File: config.mk
export PLATFORM = sky130hd
export DESIGN_NAME = sic_passthru
export DESIGN_NICKNAME = d
export VERILOG_FILES = /design/src/rtl/sic_pkg.sv /design/src/rtl/sic_bus_fsm.sv /design/src/rtl/sic_regs.sv /design/src/rtl/sic_outs.sv /design/src/rtl/sic_passthru.sv
export SDC_FILE = /design/constraint.sdc
export NUM_CORES = 1
export LEC_CHECK = 0
export BUFFER_PORTS_ARGS = -buffer_cell sky130_fd_sc_hd__buf_2
export CAP_MARGIN = 20
export CORE_ASPECT_RATIO = 1.75
export CORE_MARGIN = 2
export CORE_UTILIZATION = 45
export DETAILED_ROUTE_END_ITERATION = 8
export PLACE_DENSITY_LB_ADDON = 0.05
export SETUP_SLACK_MARGIN = 0.5
export SLEW_MARGIN = 20
export SYNTH_ARGS = -nofsm -noshare
export SYNTH_HDL_FRONTEND = slang
export SYNTH_SLANG_ARGS = --single-unit
File: constraint.sdc
create_clock -name clk -period 2.6 [get_ports clk]
set_clock_uncertainty 0.15 [all_clocks]
set_input_delay 0 -clock clk [delete_from_list [all_inputs] [get_ports clk]]
set_output_delay 0 -clock clk [all_outputs]
set_load 0.01 [all_outputs]
File: src/rtl/sic_pkg.sv
package sic_pkg;

    // Bus-side state machine states.
    typedef enum logic {
        BUS_IDLE   = 1'b0,
        BUS_ACCESS = 1'b1
    } bus_state_e;

    // Low four bits of the word index; upper bits must be zero for a hit.
    typedef enum logic [3:0] {
        SEL_STATUS  = 4'd0,
        SEL_RAW     = 4'd1,
        SEL_EN_SET  = 4'd2,
        SEL_EN_CLR  = 4'd3,
        SEL_SOFT    = 4'd4,
        SEL_SOFTCLR = 4'd5,
        SEL_PT_SET  = 4'd8,
        SEL_PT_CLR  = 4'd9
    } reg_sel_e;

    localparam int SEL_W = 4;

    // Build a contiguous mask of bits lo..hi.
    function automatic logic [31:0] range_mask(input int lo, input int hi);
        logic [31:0] m;
        m = '0;
        for (int b = 0; b < 32; b++) begin
            if (b >= lo && b <= hi) m[b] = 1'b1;
        end
        return m;
    endfunction

endpackage

File: src/rtl/sic_bus_fsm.sv
module sic_bus_fsm
    import sic_pkg::*;
#(
    parameter int ADDR_W = 12,
    parameter int DATA_W = 32,
    localparam int IDX_W = ADDR_W - 2
) (
    input  logic              clk,
    input  logic              rst_n,
    input  logic              psel,
    input  logic              penable,
    input  logic              pwrite,
    input  logic [ADDR_W-1:0] paddr,
    input  logic [DATA_W-1:0] pwdata,
    input  logic [DATA_W-1:0] rd_value,
    output logic [IDX_W-1:0]  rd_idx,
    output logic [DATA_W-1:0] prdata,
    output logic              wr_en,
    output logic [IDX_W-1:0]  wr_idx,
    output logic [DATA_W-1:0] wr_data
);

    bus_state_e state_q, state_d;
    logic       setup_seen;
    logic       access_seen;

    assign setup_seen  = psel && !penable;
    assign access_seen = psel && penable;
    assign rd_idx      = paddr[ADDR_W-1:2];

    // Next-state logic: IDLE->ACCESS on setup, ACCESS->IDLE on access or abort.
    always_comb begin
        state_d = state_q;
        unique case (state_q)
            BUS_IDLE:   if (setup_seen) state_d = BUS_ACCESS;
            BUS_ACCESS: state_d = BUS_IDLE;
            default:    state_d = BUS_IDLE;
        endcase
    end

    // State register.
    always_ff @(posedge clk or negedge rst_n) begin
        if (!rst_n) state_q <= BUS_IDLE;
        else        state_q <= state_d;
    end

    // Outputs: write strobe in access phase, read data captured at setup.
    always_comb begin
        wr_en   = (state_q == BUS_ACCESS) && access_seen && pwrite;
        wr_idx  = paddr[ADDR_W-1:2];
        wr_data = pwdata;
    end

    always_ff @(posedge clk or negedge rst_n) begin
        if (!rst_n) begin
            prdata <= '0;
        end else if (state_q == BUS_IDLE && setup_seen && !pwrite) begin
            prdata <= rd_value;
        end
    end

endmodule

File: src/rtl/sic_regs.sv
module sic_regs
    import sic_pkg::*;
#(
    parameter int          NSRC    = 32,
    parameter int          IDX_W   = 10,
    parameter logic [31:0] PT_MASK = 32'h7FE0_0000
) (
    input  logic             clk,
    input  logic             rst_n,
    input  logic [NSRC-1:0]  src_in,
    input  logic             wr_en,
    input  logic [IDX_W-1:0] wr_idx,
    input  logic [NSRC-1:0]  wr_data,
    input  logic [IDX_W-1:0] rd_idx,
    output logic [NSRC-1:0]  rd_value,
    output logic [NSRC-1:0]  level_o,
    output logic [NSRC-1:0]  mask_o,
    output logic [NSRC-1:0]  pten_o
);

    localparam logic [NSRC-1:0] PT_KEEP = PT_MASK[NSRC-1:0];

    logic [NSRC-1:0] level_q, mask_q, pten_q;
    logic [NSRC-1:0] mask_d, pten_d;
    logic            wr_hit, rd_hit;
    reg_sel_e        wr_sel, rd_sel;
    logic            wr_any;

    assign wr_hit = (wr_idx[IDX_W-1:SEL_W] == '0);
    assign rd_hit = (rd_idx[IDX_W-1:SEL_W] == '0);
    assign wr_sel = reg_sel_e'(wr_idx[SEL_W-1:0]);
    assign rd_sel = reg_sel_e'(rd_idx[SEL_W-1:0]);
    assign wr_any = |wr_data;

    // Register update decode.
    always_comb begin
        mask_d = mask_q;
        pten_d = pten_q;
        if (wr_en && wr_hit) begin
            case (wr_sel)
                SEL_EN_SET:  mask_d = mask_q | wr_data;
                SEL_EN_CLR:  mask_d = mask_q & ~wr_data;
                SEL_SOFT:    if (wr_any) mask_d[0] = 1'b1;
                SEL_SOFTCLR: if (wr_any) mask_d[0] = 1'b0;
                SEL_PT_SET:  pten_d = pten_q | (wr_data & PT_KEEP);
                SEL_PT_CLR:  pten_d = pten_q & ~wr_data;
                default:     ;
            endcase
        end
    end

    always_ff @(posedge clk or negedge rst_n) begin
        if (!rst_n) begin
            level_q <= '0;
            mask_q  <= '0;
            pten_q  <= '0;
        end else begin
            level_q <= src_in;
            mask_q  <= mask_d;
            pten_q  <= pten_d;
        end
    end

    // Read multiplexer.
    always_comb begin
        rd_value = '0;
        if (rd_hit) begin
            case (rd_sel)
                SEL_STATUS: rd_value = level_q & mask_q;
                SEL_RAW:    rd_value = level_q;
                SEL_EN_SET: rd_value = mask_q;
                SEL_SOFT:   rd_value[0] = level_q[0];
                SEL_PT_SET: rd_value = pten_q;
                default:    rd_value = '0;
            endcase
        end
    end

    assign level_o = level_q;
    assign mask_o  = mask_q;
    assign pten_o  = pten_q;

endmodule

File: src/rtl/sic_outs.sv
module sic_outs #(
    parameter int NSRC     = 32,
    parameter int PT_LO    = 21,
    parameter int PT_HI    = 30,
    parameter int SUM_LINE = 31
) (
    input  logic            clk,
    input  logic            rst_n,
    input  logic [NSRC-1:0] level,
    input  logic [NSRC-1:0] mask,
    input  logic [NSRC-1:0] pten,
    output logic [NSRC-1:0] prim_irq
);

    logic summary;
    assign summary = |(level & mask);

    for (genvar i = 0; i < NSRC; i++) begin : g_line
        if (i == SUM_LINE) begin : g_sum
            always_ff @(posedge clk or negedge rst_n) begin
                if (!rst_n) prim_irq[i] <= 1'b0;
                else        prim_irq[i] <= summary;
            end
        end else if (i >= PT_LO && i <= PT_HI) begin : g_pt
            always_ff @(posedge clk or negedge rst_n) begin
                if (!rst_n) prim_irq[i] <= 1'b0;
                else        prim_irq[i] <= level[i] & pten[i];
            end
        end else begin : g_off
            assign prim_irq[i] = 1'b0;
        end
    end

endmodule

File: src/rtl/sic_passthru.sv
module sic_passthru
    import sic_pkg::*;
#(
    parameter int NSRC     = 32,
    parameter int ADDR_W   = 12,
    parameter int PT_LO    = 21,
    parameter int PT_HI    = 30,
    parameter int SUM_LINE = 31
) (
    input  logic              clk,
    input  logic              rst_n,
    input  logic              psel,
    input  logic              penable,
    input  logic              pwrite,
    input  logic [ADDR_W-1:0] paddr,
    input  logic [NSRC-1:0]   pwdata,
    output logic [NSRC-1:0]   prdata,
    output logic              pready,
    output logic              pslverr,
    input  logic [NSRC-1:0]   src_in,
    output logic [NSRC-1:0]   prim_irq
);

    localparam int          IDX_W   = ADDR_W - 2;
    localparam logic [31:0] PT_MASK = range_mask(PT_LO, PT_HI);

    logic [IDX_W-1:0] rd_idx, wr_idx;
    logic [NSRC-1:0]  rd_value, wr_data;
    logic             wr_en;
    logic [NSRC-1:0]  level_w, mask_w, pten_w;

    assign pready  = 1'b1;
    assign pslverr = 1'b0;

    sic_bus_fsm #(.ADDR_W(ADDR_W), .DATA_W(NSRC)) u_bus (
        .clk      (clk),
        .rst_n    (rst_n),
        .psel     (psel),
        .penable  (penable),
        .pwrite   (pwrite),
        .paddr    (paddr),
        .pwdata   (pwdata),
        .rd_value (rd_value),
        .rd_idx   (rd_idx),
        .prdata   (prdata),
        .wr_en    (wr_en),
        .wr_idx   (wr_idx),
        .wr_data  (wr_data)
    );

    sic_regs #(.NSRC(NSRC), .IDX_W(IDX_W), .PT_MASK(PT_MASK)) u_regs (
        .clk      (clk),
        .rst_n    (rst_n),
        .src_in   (src_in),
        .wr_en    (wr_en),
        .wr_idx   (wr_idx),
        .wr_data  (wr_data),
        .rd_idx   (rd_idx),
        .rd_value (rd_value),
        .level_o  (level_w),
        .mask_o   (mask_w),
        .pten_o   (pten_w)
    );

    sic_outs #(.NSRC(NSRC), .PT_LO(PT_LO), .PT_HI(PT_HI), .SUM_LINE(SUM_LINE)) u_outs (
        .clk      (clk),
        .rst_n    (rst_n),
        .level    (level_w),
        .mask     (mask_w),
        .pten     (pten_w),
        .prim_irq (prim_irq)
    );

endmodule

==> flow_metrics.tcl, run 1 <==
set metrics [dict create \
    yosysSeqAreaShare 0.602 \
    synth_simple_gate_area_frac 0.0759 \
    clk_latency_ns 0.42 \
    cts_max_path_buffers 2 \
    synth_top_family_by_area "compound AO/OA/AOI/OAI gates" \
    power_frac_comb 0.068 \
    launch_point_of_the_critical_path "u_bus.state_q$_DFF_PN0_" \
    layout.nets 787 \
    die_x_um 89.9 \
    floorplan.initialDensity 0.454 \
    synth_adder_area_share 0.00172 \
    floorplan_row_count 55 \
    drt_iter0_markers 452 \
    via_count 5112 \
    path_delay_family "simple AND/OR/NAND/NOR gates" \
    synth.lib_cells_used.distinct 35 \
    nFillCells 1068 \
    detail_route.wirelength_um 18400 \
    htree_levels 4 \
    startpoint_type "flop" \
    tightestPinTransition_ns 0.695 \
    worstSetupEndpointType "flop" \
    syn-cell-area_um2 5820 \
    root_buffer "sky130_fd_sc_hd__clkbuf_16" \
    postSynth.asyncResetShare 1.00 \
    globalRouteTotalUtil 0.271 \
    mostFrequentLayoutCells "140 x sky130_fd_sc_hd__dfrtp_1, 120 x sky130_fd_sc_hd__buf_2, 72 x sky130_fd_sc_hd__dlygate4sd3_1, 40 x sky130_fd_sc_hd__a31oi_1, 39 x sky130_fd_sc_hd__a21oi_1" \
    boundaryPins 147 \
    internal-power_mw 3.92 \
    placement.cell_area_um2 6570 \
    power.clock.fraction 0.495 \
    antenna_cells 0 \
    yosys_reg_bits 140 \
    clock_sinks 140 \
    route.detailed.drc 0 \
    ff2ff_path_depth 7 \
    post-route-cell-area_um2 8050 \
    grt_antenna_before_repair 0 \
    vdd.ir_drop.worst_uv 664 \
    synth_xor_xnor_area_share 0.00301 \
    cts_buffers 17 \
    maxCapViolations 0 \
    crit_required_ns 2.79 \
    synth_compound_area_frac 0.250 \
    drtAntennaViolNets 0 \
    first_global_vias 5200 \
    globalRouteOverflowTotal 0 \
    clk_pin_slew_ns 0.06 \
    grt_pass1_wl_um 28700 \
    grt_max_degree 68 \
    final_hold_viol_count 0 \
    min-delay-path-class "in2async" \
    share_seq_of_total_power 0.437 \
    p_leak_nw 3.98 \
    critical_path_arrival_ns 2.22 \
    path_buf_inv 2 \
    reg2reg_setup_slack_ns 0.56 \
    timing.final.setup_violations 0 \
    layout_min_cycle_time_ns 2.04 \
    yosys_warnings 0 \
    die_h_um 154 \
    slowest_stage "sky130_fd_sc_hd__or4_4" \
    tritoncts_clock_tree "yes" \
    critical_path.reg2reg.startpoint "u_bus.state_q$_DFF_PN0_" \
    area_growth_from_synthesis_to_layout_pct 38.4 \
    numPortBuffers 121 \
    max_fo_critical_path 15 \
    unrepaired_setup_endpoints_after_global_routing "yes" \
    holdWs_ns 0.00458 \
    dr.pass1.iters 6 \
    detail_routed_via_count_per_cell 5.74 \
    result_of_the_run "finished clean" \
    globalplace.congestion 0.804 \
    timing.final.ws_setup_ns 0.563 \
    place_hpwl_um 11500 \
    timing.max_slew.rel_slack 0.536 \
    drv_slew 0 \
    period_share 0.784 \
    setup_tns_ns 0 \
    synthesis.area_per_instance_um2 11.4 \
    share_of_the_core_filled_with_cells_in_the_final_layout 0.629 \
    core_region_area_um2 12800 \
    yosys_most_used_dff "sky130_fd_sc_hd__dfrtp_1" \
    mostFrequentLayoutCell "sky130_fd_sc_hd__dfrtp_1" \
    stdcell_count 890 \
    drt-wirelength-per-cell_um 20.6 \
    post_route_cells_drive_above_1_share 0.259 \
    synth-edff-count 0 \
    number_of_cells_in_the_design_after_placement 780 \
    worstSetupPathType "reg2reg" \
    p_total_mw 5.12 \
    post_synth_inst_count 510 \
    proportion_of_synthesized_area_in_mux_cells 0.00710 \
    timing.critical_path.cells "nand4_1 -> or4_4 -> nor4b_4 -> buf_4 -> buf_16 -> a21oi_1 -> a31oi_1" \
    fp.dieArea_um2 13900 \
    fmaxAchievable_mhz 491 \
    p_switching_mw 1.21 \
    preCtsSetupSlack_ns 0.235 \
    switching_share 0.235 \
    power_dens_cells_nw_per_um2 637 \
    critPathMaxStageDelay_ns 0.47 \
]
cell usage after synthesis (2+ instances only):
library cell               count  area share
sky130_fd_sc_hd__a21boi_0     22       0.028
sky130_fd_sc_hd__a21o_1       31       0.040
sky130_fd_sc_hd__a21oi_1      39       0.034
sky130_fd_sc_hd__a222oi_1     31       0.053
sky130_fd_sc_hd__a22oi_1      16       0.021
sky130_fd_sc_hd__a31oi_1      40       0.043
sky130_fd_sc_hd__and2_1       11       0.012
sky130_fd_sc_hd__buf_2         6      0.0052
sky130_fd_sc_hd__buf_4        23       0.030
sky130_fd_sc_hd__clkbuf_1     30       0.019
sky130_fd_sc_hd__conb_1        2      0.0013
sky130_fd_sc_hd__dfrtp_1     140        0.60
sky130_fd_sc_hd__inv_1         5      0.0032
sky130_fd_sc_hd__mux2i_1       3      0.0052
sky130_fd_sc_hd__nand2_1      37       0.024
sky130_fd_sc_hd__nand2b_1      3      0.0032
sky130_fd_sc_hd__nand4_1       6      0.0065
sky130_fd_sc_hd__nor2_1        2      0.0013
sky130_fd_sc_hd__nor3_1        4      0.0034
sky130_fd_sc_hd__nor3b_1       2      0.0026
sky130_fd_sc_hd__nor4_1       10       0.011
sky130_fd_sc_hd__nor4b_1       2      0.0030
sky130_fd_sc_hd__o21ai_0      32       0.028
sky130_fd_sc_hd__or4_1         2      0.0026
area by class of cell:
class / instances / area [µm²] / share of cell area
multi-input cells: 326 / 2090 / 0.260
repair buffers: 216 / 1600 / 0.199
clock inverters: 14 / 181 / 0.0225
clock buffers: 18 / 439 / 0.0546
inverters: 5 / 18.8 / 0.00233
flip-flops and latches: 140 / 3500 / 0.435
well taps: 171 / 214 / 0.0266
how the worst max path moves through the flow:
stage                 to  depth (start not counted)
finish              flop                          7
global route        flop                          7
CTS                 flop                          7
detailed placement  flop                          7
global placement    flop                          7
floorplan           flop                          6
power groups by stage:
stage / Sequential [mW] / Clock, mW / Combinational [mW]
after floorplan: 2.27 / 0 / 0.114
after global placement: 2.28 / 0 / 0.254
after detailed placement: 2.28 / 0 / 0.260
after CTS: 2.24 / 2.57 / 0.345
after global routing: 2.24 / 2.69 / 0.378
final: 2.24 / 2.54 / 0.347
kinds of logic (layout without fill, tap and decap cells):
logic type | after synthesis | count (layout)
buffers and inverters | 65 | 253
xor gates and xnor gates | 2 | 2
AOI/OAI and AO/OA | 214 | 214
DFF | 140 | 140
adders and majority gates | 1 | 1
muxes | 4 | 4
other | 2 | 23
and+or+nand+nor | 82 | 82
per-layer routing:
layer / wire length, µm / global-route usage
met5: 0 / 0
met3: 988 / 0.0487
met1: 7130 / 0.334
met4: 644 / 0.142
met2: 9610 / 0.455
what timing repair did:
| action | 4_1_cts | 5_1_grt |
|---|---|---|
| cloned | 2 | 2 |
| setup endpoints to repair | 5 | 56 |
| buffers inserted | 2 | 0 |
| pin swaps | 1 | 0 |
| endpoints found under the hold margin | 238 | 0 |
| resized for setup | 1 | 5 |
| hold buffers | 72 | 0 |
Note: power is estimated with default switching activity, not from simulation.
==> inputs of run 2 (changes only) <==
Clock period 2.6 ns to 2.1 ns, I/O delays scaled along.
==> run 2 against run 1 <==
The run now ends with hold timing, setup timing left. Largest power group unchanged. Global-route usage is 0.70 points higher. Total power is 21% higher. Via count is 6.7% higher. Largest cell class unchanged. Non-clock buffer count is 31 higher. Highest routed layer unchanged. Cell count is 3.5% higher. Clock power is 15% higher. Sequential share of layout area is 4.0 points lower. Fmax is 4.6% lower. Setup slack worse by 0.60 ns. Critical path type unchanged. First-iteration DRC count is 16% higher.
==> flow_metrics.tcl, run 2 (same netlist as run 1, synthesis figures left out) <==
set metrics [dict create \
    result_of_the_run "complete, but fails checks" \
    violated_checks "hold timing, setup timing" \
    nFillCells 973 \
    stdcell_count 921 \
    antenna_cells 0 \
    numPortBuffers 121 \
    tightestPinTransition_ns 0.774 \
    clk_latency_ns 0.42 \
    htree_levels 4 \
    period_share 1.02 \
    root_buffer "sky130_fd_sc_hd__clkbuf_16" \
    worstSetupPathType "reg2reg" \
    via_count 5457 \
    grt_pass1_wl_um 29300 \
    critical_path_arrival_ns 2.30 \
    place_hpwl_um 11700 \
    timing.max_slew.rel_slack 0.483 \
    die_h_um 154 \
    boundaryPins 147 \
    vdd.ir_drop.worst_uv 477 \
    post_route_cells_drive_above_1_share 0.399 \
    max_fo_critical_path 6 \
    number_of_cells_in_the_design_after_placement 790 \
    startpoint_type "flop" \
    layout_min_cycle_time_ns 2.14 \
    grt_antenna_before_repair 0 \
    timing.final.ws_setup_ns -0.0353 \
    maxCapViolations 0 \
    globalRouteTotalUtil 0.278 \
    placement.cell_area_um2 6720 \
    clk_pin_slew_ns 0.06 \
    detail_routed_via_count_per_cell 5.93 \
    drt_iter0_markers 526 \
    dr.pass1.iters 6 \
    crit_required_ns 2.27 \
    cts_buffers 17 \
    drtAntennaViolNets 0 \
    post-route-cell-area_um2 8850 \
    die_x_um 89.9 \
    floorplan.initialDensity 0.454 \
    layout.nets 818 \
    clock_sinks 140 \
    drv_slew 0 \
    worstSetupEndpointType "flop" \
    fp.dieArea_um2 13900 \
    min-delay-path-class "in2reg" \
    first_global_vias 5407 \
    detail_route.wirelength_um 20800 \
    mostFrequentLayoutCells "140 x sky130_fd_sc_hd__dfrtp_1, 120 x sky130_fd_sc_hd__buf_2, 69 x sky130_fd_sc_hd__dlygate4sd3_1, 40 x sky130_fd_sc_hd__a31oi_1, 34 x sky130_fd_sc_hd__nand2_1" \
    p_leak_nw 4.37 \
    mostFrequentLayoutCell "sky130_fd_sc_hd__dfrtp_1" \
    cts_max_path_buffers 2 \
    globalplace.congestion 0.897 \
    area_growth_from_synthesis_to_layout_pct 52.3 \
    tritoncts_clock_tree "yes" \
    route.detailed.drc 0 \
    drt-wirelength-per-cell_um 22.6 \
    fmaxAchievable_mhz 468 \
    setup_tns_ns -0.102 \
    holdWs_ns -0.0556 \
    unrepaired_setup_endpoints_after_global_routing "yes" \
    globalRouteOverflowTotal 0 \
    floorplan_row_count 55 \
    power_dens_cells_nw_per_um2 699 \
    core_region_area_um2 12800 \
    timing.final.setup_violations 4 \
    final_hold_viol_count 2 \
    grt_max_degree 49 \
]
[run 2: changes by cell type in the layout (fill, tap and decap cells not counted), moves of 5 or more]
cell and change:
sky130_fd_sc_hd__o21ai_0 -31, sky130_fd_sc_hd__o21ai_2 +31, sky130_fd_sc_hd__a21oi_1 -23, sky130_fd_sc_hd__a21oi_2 +23, sky130_fd_sc_hd__a21boi_0 -16, sky130_fd_sc_hd__a21boi_2 +14
sky130_fd_sc_hd__buf_6 +9, sky130_fd_sc_hd__buf_4 +8, sky130_fd_sc_hd__buf_12 +7, sky130_fd_sc_hd__clkbuf_16 +6, sky130_fd_sc_hd__a22oi_1 -5, sky130_fd_sc_hd__a22oi_2 +5
[run 2: worst paths after layout]
check | start | to | slack, ns | depth (start not counted)
worst min register to register | u_bus.prdata[25]$_DFFE_PN0P_ | u_bus.prdata[25]$_DFFE_PN0P_ | 0.32 | 2
worst max register to register | u_bus.state_q$_DFF_PN0_ | flop | -0.04 | 7
max in group asynchronous | rst_n | async pin | 0.71 | 4
worst max-delay path | u_bus.state_q$_DFF_PN0_ | flop | -0.04 | 7
min in group asynchronous | rst_n | async pin | 0.47 | 3
worst min-delay path | paddr[11] | u_bus.prdata[0]$_DFFE_PN0P_ | -0.06 | 4
[run 2: timing repair]
action	CTS	global route
resized for setup	88	72
gates cloned	6	9
pin swaps	41	44
hold buffers	67	2
setup buffers	13	2
hold endpoints to repair	238	5
endpoints found under the setup margin	96	97
[run 2: where the power goes]
part / switching (mW) / internal [mW]
Combinational: 0.275 / 0.220
Clock: 1.23 / 1.69
Sequential: 0.0384 / 2.73
Total: 1.55 / 4.64
[run 2: worst max-delay path, stage by stage, from the launching register on]
cell and delay (ns):
sky130_fd_sc_hd__dfrtp_1 0.36, sky130_fd_sc_hd__nand4_1 0.11, sky130_fd_sc_hd__or4_4 0.49, sky130_fd_sc_hd__nor4b_4 0.31
sky130_fd_sc_hd__buf_6 0.21, sky130_fd_sc_hd__buf_12 0.15, sky130_fd_sc_hd__a21oi_2 0.06, sky130_fd_sc_hd__a31oi_1 0.19
[run 2: final cells by class]
type	instances	area [µm²]	share of cell area
Clock buffer	18	439	0.0496
Timing Repair Buffer	247	2090	0.237
Clock inverter	14	134	0.0151
Tap cell	171	214	0.0242
Inverter	5	18.8	0.00212
Sequential cell	140	3500	0.396
Multi-Input combinational cell	326	2450	0.277
[run 2: routing by layer]
layer | part of all wire | vias up | global-route usage
li1 | - | 2369 | -
met1 | 0.36 | 2732 | 0.323
met2 | 0.52 | 282 | 0.470
met3 | 0.056 | 74 | 0.0463
met4 | 0.062 | 0 | 0.190
met5 | 0 | - | 0
[run 2: metrics by stage]
stage | power, mW | util | setup WS, ns
2_1_floorplan | 2.95 | - | 0.109
3_3_place_gp | 3.16 | 0.525 | -0.117
3_5_place_dp | 3.16 | 0.525 | -0.175
4_1_cts | 6.17 | 0.655 | 0.0769
5_1_grt | 6.39 | 0.692 | -0.0941
6_report | 6.19 | 0.692 | -0.0353
==> inputs of run 3 (changes only) <==
Settings changed: CORE_UTILIZATION 45 to 53.
==> run 3 against run 2 <==
The flow finishes with violations (hold timing). Non-clock buffer count is 10 lower. Routed wire length is 4.9% lower. Clock power hardly changed. Largest power group unchanged. Count of clock-buffer cells in the layout is 1 higher. Fmax is 1.9% higher. Cell area is 3.5% lower. Cell count is 5.5% lower. Register-to-register slack better by 0.04 ns. First-iteration DRC count is 24% higher. Critical path depth is 1 higher. Critical path type unchanged. Setup slack better by 0.040 ns. Sequential share of layout area is 1.4 points higher.
==> flow_metrics.tcl, run 3 (same netlist as run 1, synthesis figures left out) <==
set metrics [dict create \
    grt_max_degree 65 \
    reg2reg_setup_slack_ns 0.005 \
    fp.dieArea_um2 11900 \
    clock_sinks 140 \
    post-route-cell-area_um2 8550 \
    timing.critical_path.depth 8 \
    max_fo_critical_path 8 \
    floorplan.initialDensity 0.544 \
    startpoint_type "flop" \
    slowest_stage "sky130_fd_sc_hd__dfrtp_1" \
    worstSetupEndpointType "flop" \
    die_h_um 143 \
    core_region_area_um2 10700 \
    violated_checks "hold timing" \
    area_growth_from_synthesis_to_layout_pct 47.0 \
    detail_routed_via_count_per_cell 6.32 \
    placement.cell_area_um2 6660 \
    tightestPinTransition_ns 1.10 \
    power_dens_cells_nw_per_um2 723 \
    grt_antenna_before_repair 0 \
    via_count 5499 \
    timing.critical_path.cells "buf_4 -> nor3b_4 -> nand2b_1 -> nor4_4 -> nand2_4 -> buf_12 -> buf_16 -> o21ai_4" \
    layout.nets 808 \
    maxCapViolations 0 \
    clk_latency_ns 0.41 \
    critical_path_arrival_ns 2.28 \
    whs_path_depth 3 \
    layout_min_cycle_time_ns 2.09 \
    htree_levels 4 \
    share_of_the_core_filled_with_cells_in_the_final_layout 0.799 \
    mostFrequentLayoutCells "139 x sky130_fd_sc_hd__dfrtp_1, 120 x sky130_fd_sc_hd__buf_2, 68 x sky130_fd_sc_hd__dlygate4sd3_1, 40 x sky130_fd_sc_hd__a31oi_1, 35 x sky130_fd_sc_hd__nand2_1" \
    antenna_cells 0 \
    cts_max_path_buffers 2 \
    preCtsSetupSlack_ns -0.197 \
    vdd.ir_drop.worst_uv 604 \
    cts_buffers 17 \
    globalRouteOverflowTotal 0 \
    unrepaired_setup_endpoints_after_global_routing "yes" \
    crit_required_ns 2.28 \
    tritoncts_clock_tree "yes" \
    timing.max_slew.rel_slack 0.259 \
    share_seq_of_total_power 0.449 \
    timing.final.ws_setup_ns 0.00501 \
    clk_pin_slew_ns 0.06 \
    power_frac_comb 0.078 \
    numPortBuffers 121 \
    timing.final.setup_violations 0 \
    globalplace.congestion 0.896 \
    internal-power_mw 4.74 \
    ff2ff_path_depth 8 \
    period_share 0.998 \
    path_buf_inv 3 \
    result_of_the_run "complete, but fails checks" \
    detail_route.wirelength_um 19800 \
    floorplan_row_count 50 \
    p_total_mw 6.18 \
    die_x_um 83.2 \
    p_leak_nw 4.25 \
    power.clock.fraction 0.474 \
    drv_slew 0 \
    holdWs_ns -0.222 \
    post_route_cells_drive_above_1_share 0.355 \
    drt-wirelength-per-cell_um 22.7 \
    final_hold_viol_count 2 \
    route.detailed.drc 0 \
    first_global_vias 5304 \
    switching_share 0.234 \
    p_switching_mw 1.44 \
    critPathMaxStageDelay_ns 0.40 \
    drt_iter0_markers 653 \
    place_hpwl_um 11500 \
    fmaxAchievable_mhz 477 \
    drtAntennaViolNets 0 \
    path_delay_family "simple AND/OR/NAND/NOR gates" \
    mostFrequentLayoutCell "sky130_fd_sc_hd__dfrtp_1" \
    dr.pass1.iters 6 \
    min-delay-path-class "in2reg" \
    boundaryPins 147 \
    globalRouteTotalUtil 0.325 \
    worstSetupPathType "reg2reg" \
    root_buffer "sky130_fd_sc_hd__clkbuf_16" \
    grt_pass1_wl_um 29200 \
]
[run 3: final cells by class]
cell class                 instances  area, µm²
clock buffer                      19        443
clock inverter                    13        141
fill                             653       2150
inverter                           5       18.8
multi-input combinational        326       2370
sequential                       140       3500
tap                              130        163
timing repair buffer             237       1910
[run 3: worst paths after layout]
path,startpoint,to
worst min-delay path,penable,u_bus.state_q$_DFF_PN0_
worst max register to register,u_bus.state_q$_DFF_PN0_,u_bus.prdata[1]$_DFFE_PN0P_
min in group asynchronous,rst_n,async pin
max in group asynchronous,rst_n,u_regs.level_o[21]$_DFF_PN0_
worst min register to register,u_bus.prdata[25]$_DFFE_PN0P_,u_bus.prdata[25]$_DFFE_PN0P_
worst max-delay path,u_bus.state_q$_DFF_PN0_,u_bus.prdata[1]$_DFFE_PN0P_
[run 3: metrics by stage]
stage | setup TNS, ns | cells
2_1_floorplan | 0 | 531
3_3_place_gp | -3.70 | 751
3_5_place_dp | -5.66 | 751
4_1_cts | 0 | 864
5_1_grt | -0.406 | 870
6_report | 0 | 870
[run 3: tightest hold or removal path: stages]
cell                      delay, ns
sky130_fd_sc_hd__buf_2         0.12
sky130_fd_sc_hd__nor3b_4       0.05
sky130_fd_sc_hd__buf_4         0.12
[run 3: metal layers]
| metal | global-route usage | vias to the layer above | routed length [µm] |
|---|---|---|---|
| met1 | 0.377 | 2742 | 6880 |
| met5 | 0 | - | 0 |
| li1 | - | 2345 | - |
| met4 | 0.145 | 0 | 695 |
| met3 | 0.0563 | 57 | 1510 |
| met2 | 0.587 | 355 | 10700 |
[run 3: power by group through the flow]
| stage | Clock (mW) | Combinational, mW | Sequential [mW] |
|---|---|---|---|
| 6_report | 2.93 | 0.480 | 2.78 |
| 5_1_grt | 3.09 | 0.512 | 2.78 |
| 4_1_cts | 2.96 | 0.453 | 2.77 |
| 3_5_place_dp | 0 | 0.340 | 2.82 |
| 3_3_place_gp | 0 | 0.333 | 2.82 |
| 2_1_floorplan | 0 | 0.143 | 2.81 |
[run 3: repair_timing]
item / 4_1_cts / 5_1_grt
hold endpoints to repair: 238 / 4
pin swaps: 32 / 16
gates resized for setup: 81 / 29
cloned: 5 / 2
endpoints found under the setup margin: 96 / 129
setup buffers: 9 / 2
hold buffers: 67 / 2
